$ cat config.mk
export PLATFORM = sky130hd
export DESIGN_NAME = bsw_pattern_gen
export DESIGN_NICKNAME = d
export VERILOG_FILES = /design/src/rtl/bsw_pkg.sv /design/src/rtl/bsw_ctrl.sv /design/src/rtl/bsw_lfsr_core.sv /design/src/rtl/bsw_swap_net.sv /design/src/rtl/bsw_pattern_gen.sv
export SDC_FILE = /design/constraint.sdc
export NUM_CORES = 1
export LEC_CHECK = 0
export BUFFER_PORTS_ARGS = -buffer_cell sky130_fd_sc_hd__buf_4
export CAP_MARGIN = 15
export CORE_AREA = 2 2 39 41
export CTS_BUF_LIST = sky130_fd_sc_hd__clkbuf_2 sky130_fd_sc_hd__clkbuf_4 sky130_fd_sc_hd__clkbuf_8
export CTS_CLUSTER_DIAMETER = 80
export DETAILED_ROUTE_END_ITERATION = 12
export DIE_AREA = 0 0 41 43
export MAX_ROUTING_LAYER = met4
export PLACE_DENSITY = 0.63
export SLEW_MARGIN = 20
export SYNTH_ARGS = -nofsm -noshare
export SYNTH_HDL_FRONTEND = slang
export SYNTH_HIERARCHICAL = 1
export SYNTH_SLANG_ARGS = --single-unit
$ cat constraint.sdc
create_clock -name clk -period 3.7 [get_ports clk]
set_clock_uncertainty 0.1 [all_clocks]
set_input_delay 0.74 -clock clk [delete_from_list [all_inputs] [get_ports clk]]
set_output_delay 0.74 -clock clk [all_outputs]
set_load 0.03 [all_outputs]
$ cat src/rtl/bsw_pkg.sv
// Package: shared types for the bit-swapped pattern generator.
// Assumes nothing beyond IEEE 1800-2017 enum support.
package bsw_pkg;

    // Register update selected for the coming clock edge.
    typedef enum logic [1:0] {
        STEP_HOLD = 2'd0,
        STEP_ADV  = 2'd1,
        STEP_LOAD = 2'd2
    } step_e;

endpackage

$ cat src/rtl/bsw_ctrl.sv
// Control decode: turns the enable and load inputs into one update step,
// with load taking priority. It also swaps a zero seed for the nonzero
// fallback. Assumes SEED_SAFE is nonzero.
module bsw_ctrl
    import bsw_pkg::*;
#(
    parameter int unsigned   W         = 7,
    parameter logic [W-1:0]  SEED_SAFE = 1
) (
    input  logic          enable_i,
    input  logic          load_i,
    input  logic [W-1:0]  seed_i,
    output step_e         step_o,
    output logic [W-1:0]  seed_eff_o
);

    // Priority decode of the requested step.
    always_comb begin
        if (load_i)        step_o = STEP_LOAD;
        else if (enable_i) step_o = STEP_ADV;
        else               step_o = STEP_HOLD;
    end

    // Replace an all-zero seed so the register cannot lock up.
    always_comb begin
        seed_eff_o = (seed_i == '0) ? SEED_SAFE : seed_i;
    end

endmodule

$ cat src/rtl/bsw_lfsr_core.sv
// External-feedback shift register. Bit 0 is stage 1 and receives the XOR
// of the tap-masked stages; bit i takes bit i-1 on each advance. Assumes
// TAP_MASK is primitive for width W and that SEED_SAFE is nonzero.
module bsw_lfsr_core
    import bsw_pkg::*;
#(
    parameter int unsigned   W         = 7,
    parameter logic [W-1:0]  TAP_MASK  = 7'h41,
    parameter logic [W-1:0]  SEED_SAFE = 1
) (
    input  logic          clk,
    input  logic          rst_n,
    input  step_e         step_i,
    input  logic [W-1:0]  seed_i,
    output logic [W-1:0]  state_o
);

    logic [W-1:0] state_q;
    logic         fb;

    // Feedback bit: parity of the tapped stages.
    always_comb begin
        fb = ^(state_q & TAP_MASK);
    end

    // State register: reset, load, advance or hold.
    always_ff @(posedge clk) begin
        if (!rst_n) begin
            state_q <= SEED_SAFE;
        end else begin
            case (step_i)
                STEP_LOAD: state_q <= seed_i;
                STEP_ADV:  state_q <= {state_q[W-2:0], fb};
                default:   state_q <= state_q;
            endcase
        end
    end

    assign state_o = state_q;

endmodule

$ cat src/rtl/bsw_swap_net.sv
// Output swap network. The top stage drives every mux select. Each pair
// (2k, 2k+1) trades places when the select is 1. The top stage passes
// through, and for even W so does bit W-2. Assumes W >= 3.
module bsw_swap_net #(
    parameter int unsigned W = 7
) (
    input  logic [W-1:0] state_i,
    output logic [W-1:0] vec_o
);

    localparam int unsigned NPAIR = (W - 1) / 2;

    logic sel;
    assign sel = state_i[W-1];

    // One 2:1 mux pair per stage pair.
    for (genvar k = 0; k < NPAIR; k++) begin : g_pair
        assign vec_o[2*k]   = sel ? state_i[2*k+1] : state_i[2*k];
        assign vec_o[2*k+1] = sel ? state_i[2*k]   : state_i[2*k+1];
    end

    // Unpaired leftover stage for even widths.
    if ((W % 2) == 0) begin : g_odd_left
        assign vec_o[W-2] = state_i[W-2];
    end

    // Select stage passes straight through.
    assign vec_o[W-1] = state_i[W-1];

endmodule

$ cat src/rtl/bsw_pattern_gen.sv
// Top level: bit-swapped exhaustive parallel pattern generator. It ties
// together the control decode, the shift register and the swap network.
// Assumes TAP_MASK is primitive for W, and W >= 3.
module bsw_pattern_gen
    import bsw_pkg::*;
#(
    parameter int unsigned   W            = 7,
    parameter logic [W-1:0]  TAP_MASK     = 7'h41,
    parameter logic [W-1:0]  SEED_DEFAULT = 7'h01
) (
    input  logic          clk,
    input  logic          rst_n,
    input  logic          enable_i,
    input  logic          load_i,
    input  logic [W-1:0]  seed_i,
    output logic [W-1:0]  vec_o
);

    localparam logic [W-1:0] SEED_SAFE =
        (SEED_DEFAULT == '0) ? {{(W-1){1'b0}}, 1'b1} : SEED_DEFAULT;

    step_e        step;
    logic [W-1:0] seed_eff;
    logic [W-1:0] state_q;

    bsw_ctrl #(.W(W), .SEED_SAFE(SEED_SAFE)) ctrl_i (
        .enable_i   (enable_i),
        .load_i     (load_i),
        .seed_i     (seed_i),
        .step_o     (step),
        .seed_eff_o (seed_eff)
    );

    bsw_lfsr_core #(.W(W), .TAP_MASK(TAP_MASK), .SEED_SAFE(SEED_SAFE)) core_i (
        .clk     (clk),
        .rst_n   (rst_n),
        .step_i  (step),
        .seed_i  (seed_eff),
        .state_o (state_q)
    );

    bsw_swap_net #(.W(W)) swap_i (
        .state_i (state_q),
        .vec_o   (vec_o)
    );

endmodule

==> flow_summary.toml <==
[run_status]
status = "complete, no violations"

[finish]
drive_gt1_frac = 0.4154
nets = 78
synthToLayoutAreaGrowth_pct = 21.57
final_core_util = 0.4485
antenna_cells = 0
stdcell_count = 81
largest_reg_flops = 7

[cts]
clock_sinks = 7
cts.hold.buffers_added = 0
clock-root-buffer = "clkbuf_4"
clock_path_buffers = 2
cts_resized = 0
cts_tree = "yes"
clk_pin_slew_ns = 0.05
numCtsBuffers = 3
htree_num_levels = 1
post_cts_buffers = 0
clk_latency_ns = 0.26

[drt]
drt.antenna.violating_nets = 0
wl_um = 963
firstDrtPassIters = 4
drc = 0
vias = 409
drt_first_iter_violations = 7
vias_per_cell = 5.049
wire_per_inst_um = 11.89

[grt]
grt_max_degree = 14
antenna_found_initial = 0
grt_pass1_vias = 380
overflow = 0
grt_pass1_wl_mm = 1.635
grt_util_all_layers = 0.1471

[flow_run]
cap_violations = 0

[critical_path]
crit_slowest_cell = "dfxtp_1"
critPathMaxFanout = 10
worstPathArrival_ns = 1.39
max_stage_delay_ns = 0.62
crit_required_ns = 2.86
critPathKind = "reg -> out"
critPathCaptureType = "primary output"
worst_setup_path_start_kind = "flip-flop"
crit_chain = "mux2_4 -> buf_4"

[power]
swShare = 0.3345
powerDensity_mw_per_mm2 = 405.0
ir_drop_v = 0.0002292
internal-power_uw = 167.3
p_switching_uw = 84.07
power_frac_seq = 0.376
pwr-share-clk = 0.282
p_leak_nw = 0.3242
p_comb_frac = 0.342

[synth]
ys_types = 21
synth_cells = 55
synth-compound-area-share = 0.1618
synth.area.mux_share = 0.2941
yosys_warnings = 6
syn_area_sq_um = 510.5
syn_nets = 67
synth_xor_area_frac = 0
synth-seq-cells = 7
synth_top_family_by_area = "multiplexers"
ys_seq_area_frac = 0.2745
synth-simple-area-share = 0.1029
syn-mean-instance-area_sq_um = 9.282
synth_fa_ha_area_frac = 0.02451

[die]
die-area_sq_mm = 0.001763
core_area_sq_mm = 0.001384
ioPinCount = 18
fp.dieH_um = 43
rows = 14
die_w_um = 41
initial_core_util = 0.3689

[timing]
drv_slew = 0
finalCriticalPeriod_ns = 2.227
worst_slack_ns = 1.473
setup_tns_ns = 0
hold_viol = 0
tightest_slew_ns = 0.4852
finalCritPeriodShare = 0.6020
setup_viol = 0
fmax_ghz = 0.4490
rsz0062_at_grt = "false"
slew_headroom = 0.6761

[placement]
dp.cells = 77
place_ws_ns = 1.650
io_buffers = 17
gp_congestion = 0.7082
hpwl_um = 722.9

[min_path]
hp-class = "reg -> reg"
==> worst paths after layout <==
path                                   startpoint                end  slack (ns)  cells after the start
worst max-delay path            core_i/state_o[6]           vec_o[3]        1.47                      2
worst min-delay path            core_i/state_o[5]  core_i/state_o[5]        0.44                      1
worst max register to register  core_i/state_o[6]  core_i/state_o[0]        2.49                      3
worst min register to register  core_i/state_o[5]  core_i/state_o[5]        0.44                      1
==> cells in the final DEF, fill, tap and decap left out, drive strengths merged <==
cell,synthesis,final
o21ai,2,2
mux2,6,6
buf,5,17
mux2i,6,6
dfxtp,7,7
inv,2,2
nor4,1,1
nor2b,1,1
clkbuf,6,3
a21o,1,1
clkinv,0,1
nand2,5,5
nand2b,1,1
nor2,1,1
o211a,5,5
or2,1,1
nand3,1,1
ha,1,1
a21oi,3,3
==> per-stage QoR <==
| step | hold WS [ns] | power, mW | instance area [sq um] |
|---|---|---|---|
| 4_1_cts | 0.4470 | 0.2546 | 620.6 |
| 3_5_place_dp | 0.4324 | 0.1828 | 593.1 |
| 5_1_grt | 0.4609 | 0.2679 | 620.6 |
| 6_report | 0.4438 | 0.2513 | 620.6 |
| 2_1_floorplan | 0.3956 | 0.1595 | 510.5 |
| 3_3_place_gp | 0.4265 | 0.1820 | 593.1 |
==> cell families after synthesis <==
group	after synthesis
buf+inv	13
mux	12
compound gates	11
simple gates	11
flops	7
fa+ha+maj	1
==> area by class of cell <==
type	instances	area, sq um
fill	145	763.2
timing repair buffer	17	127.6
sequential	7	140.1
tap	16	20.02
clock inverter	1	5.005
inverter	2	7.507
multi-input combinational	35	297.8
clock buffer	3	22.52
==> power groups by stage <==
stage	registers, mW	clock network [mW]	logic [mW]
2_1_floorplan	0.0907	0	0.0688
4_1_cts	0.0946	0.0732	0.0869
3_3_place_gp	0.0960	0	0.0860
5_1_grt	0.0959	0.0789	0.0931
3_5_place_dp	0.0962	0	0.0866
6_report	0.0945	0.0708	0.0860
==> worst max-delay path: cells and delay by family (launching register included) <==
kind,cells,cell delay (ns)
buf+inv,1,0.17
flops,1,0.62
mux,1,0.34
==> per-layer routing <==
layer | global-route usage | vias up | part of all wire
met4 | 0.06000 | 0 | 0.012
li1 | - | 203 | -
met5 | - | - | 0
met1 | 0.1543 | 187 | 0.41
met3 | 0.09948 | 4 | 0.087
met2 | 0.2094 | 15 | 0.49
==> cell usage after synthesis <==
cell      n  share of area
a21o_1    1          0.015
a21oi_1   3          0.029
buf_2     1         0.0098
buf_4     2          0.029
buf_6     2          0.044
clkbuf_1  6          0.044
dfxtp_1   7           0.27
ha_1      1          0.025
inv_1     2          0.015
mux2_4    6           0.18
mux2i_1   6           0.12
nand2_1   5          0.037
nand2b_1  1          0.012
nand3_1   1         0.0098
nor2_1    1         0.0073
nor2b_1   1          0.012
nor4_1    1          0.012
o211a_1   5          0.098
o21ai_0   1         0.0098
o21ai_1   1         0.0098
or2_1     1          0.012
Power figures use the tool's default switching activity.
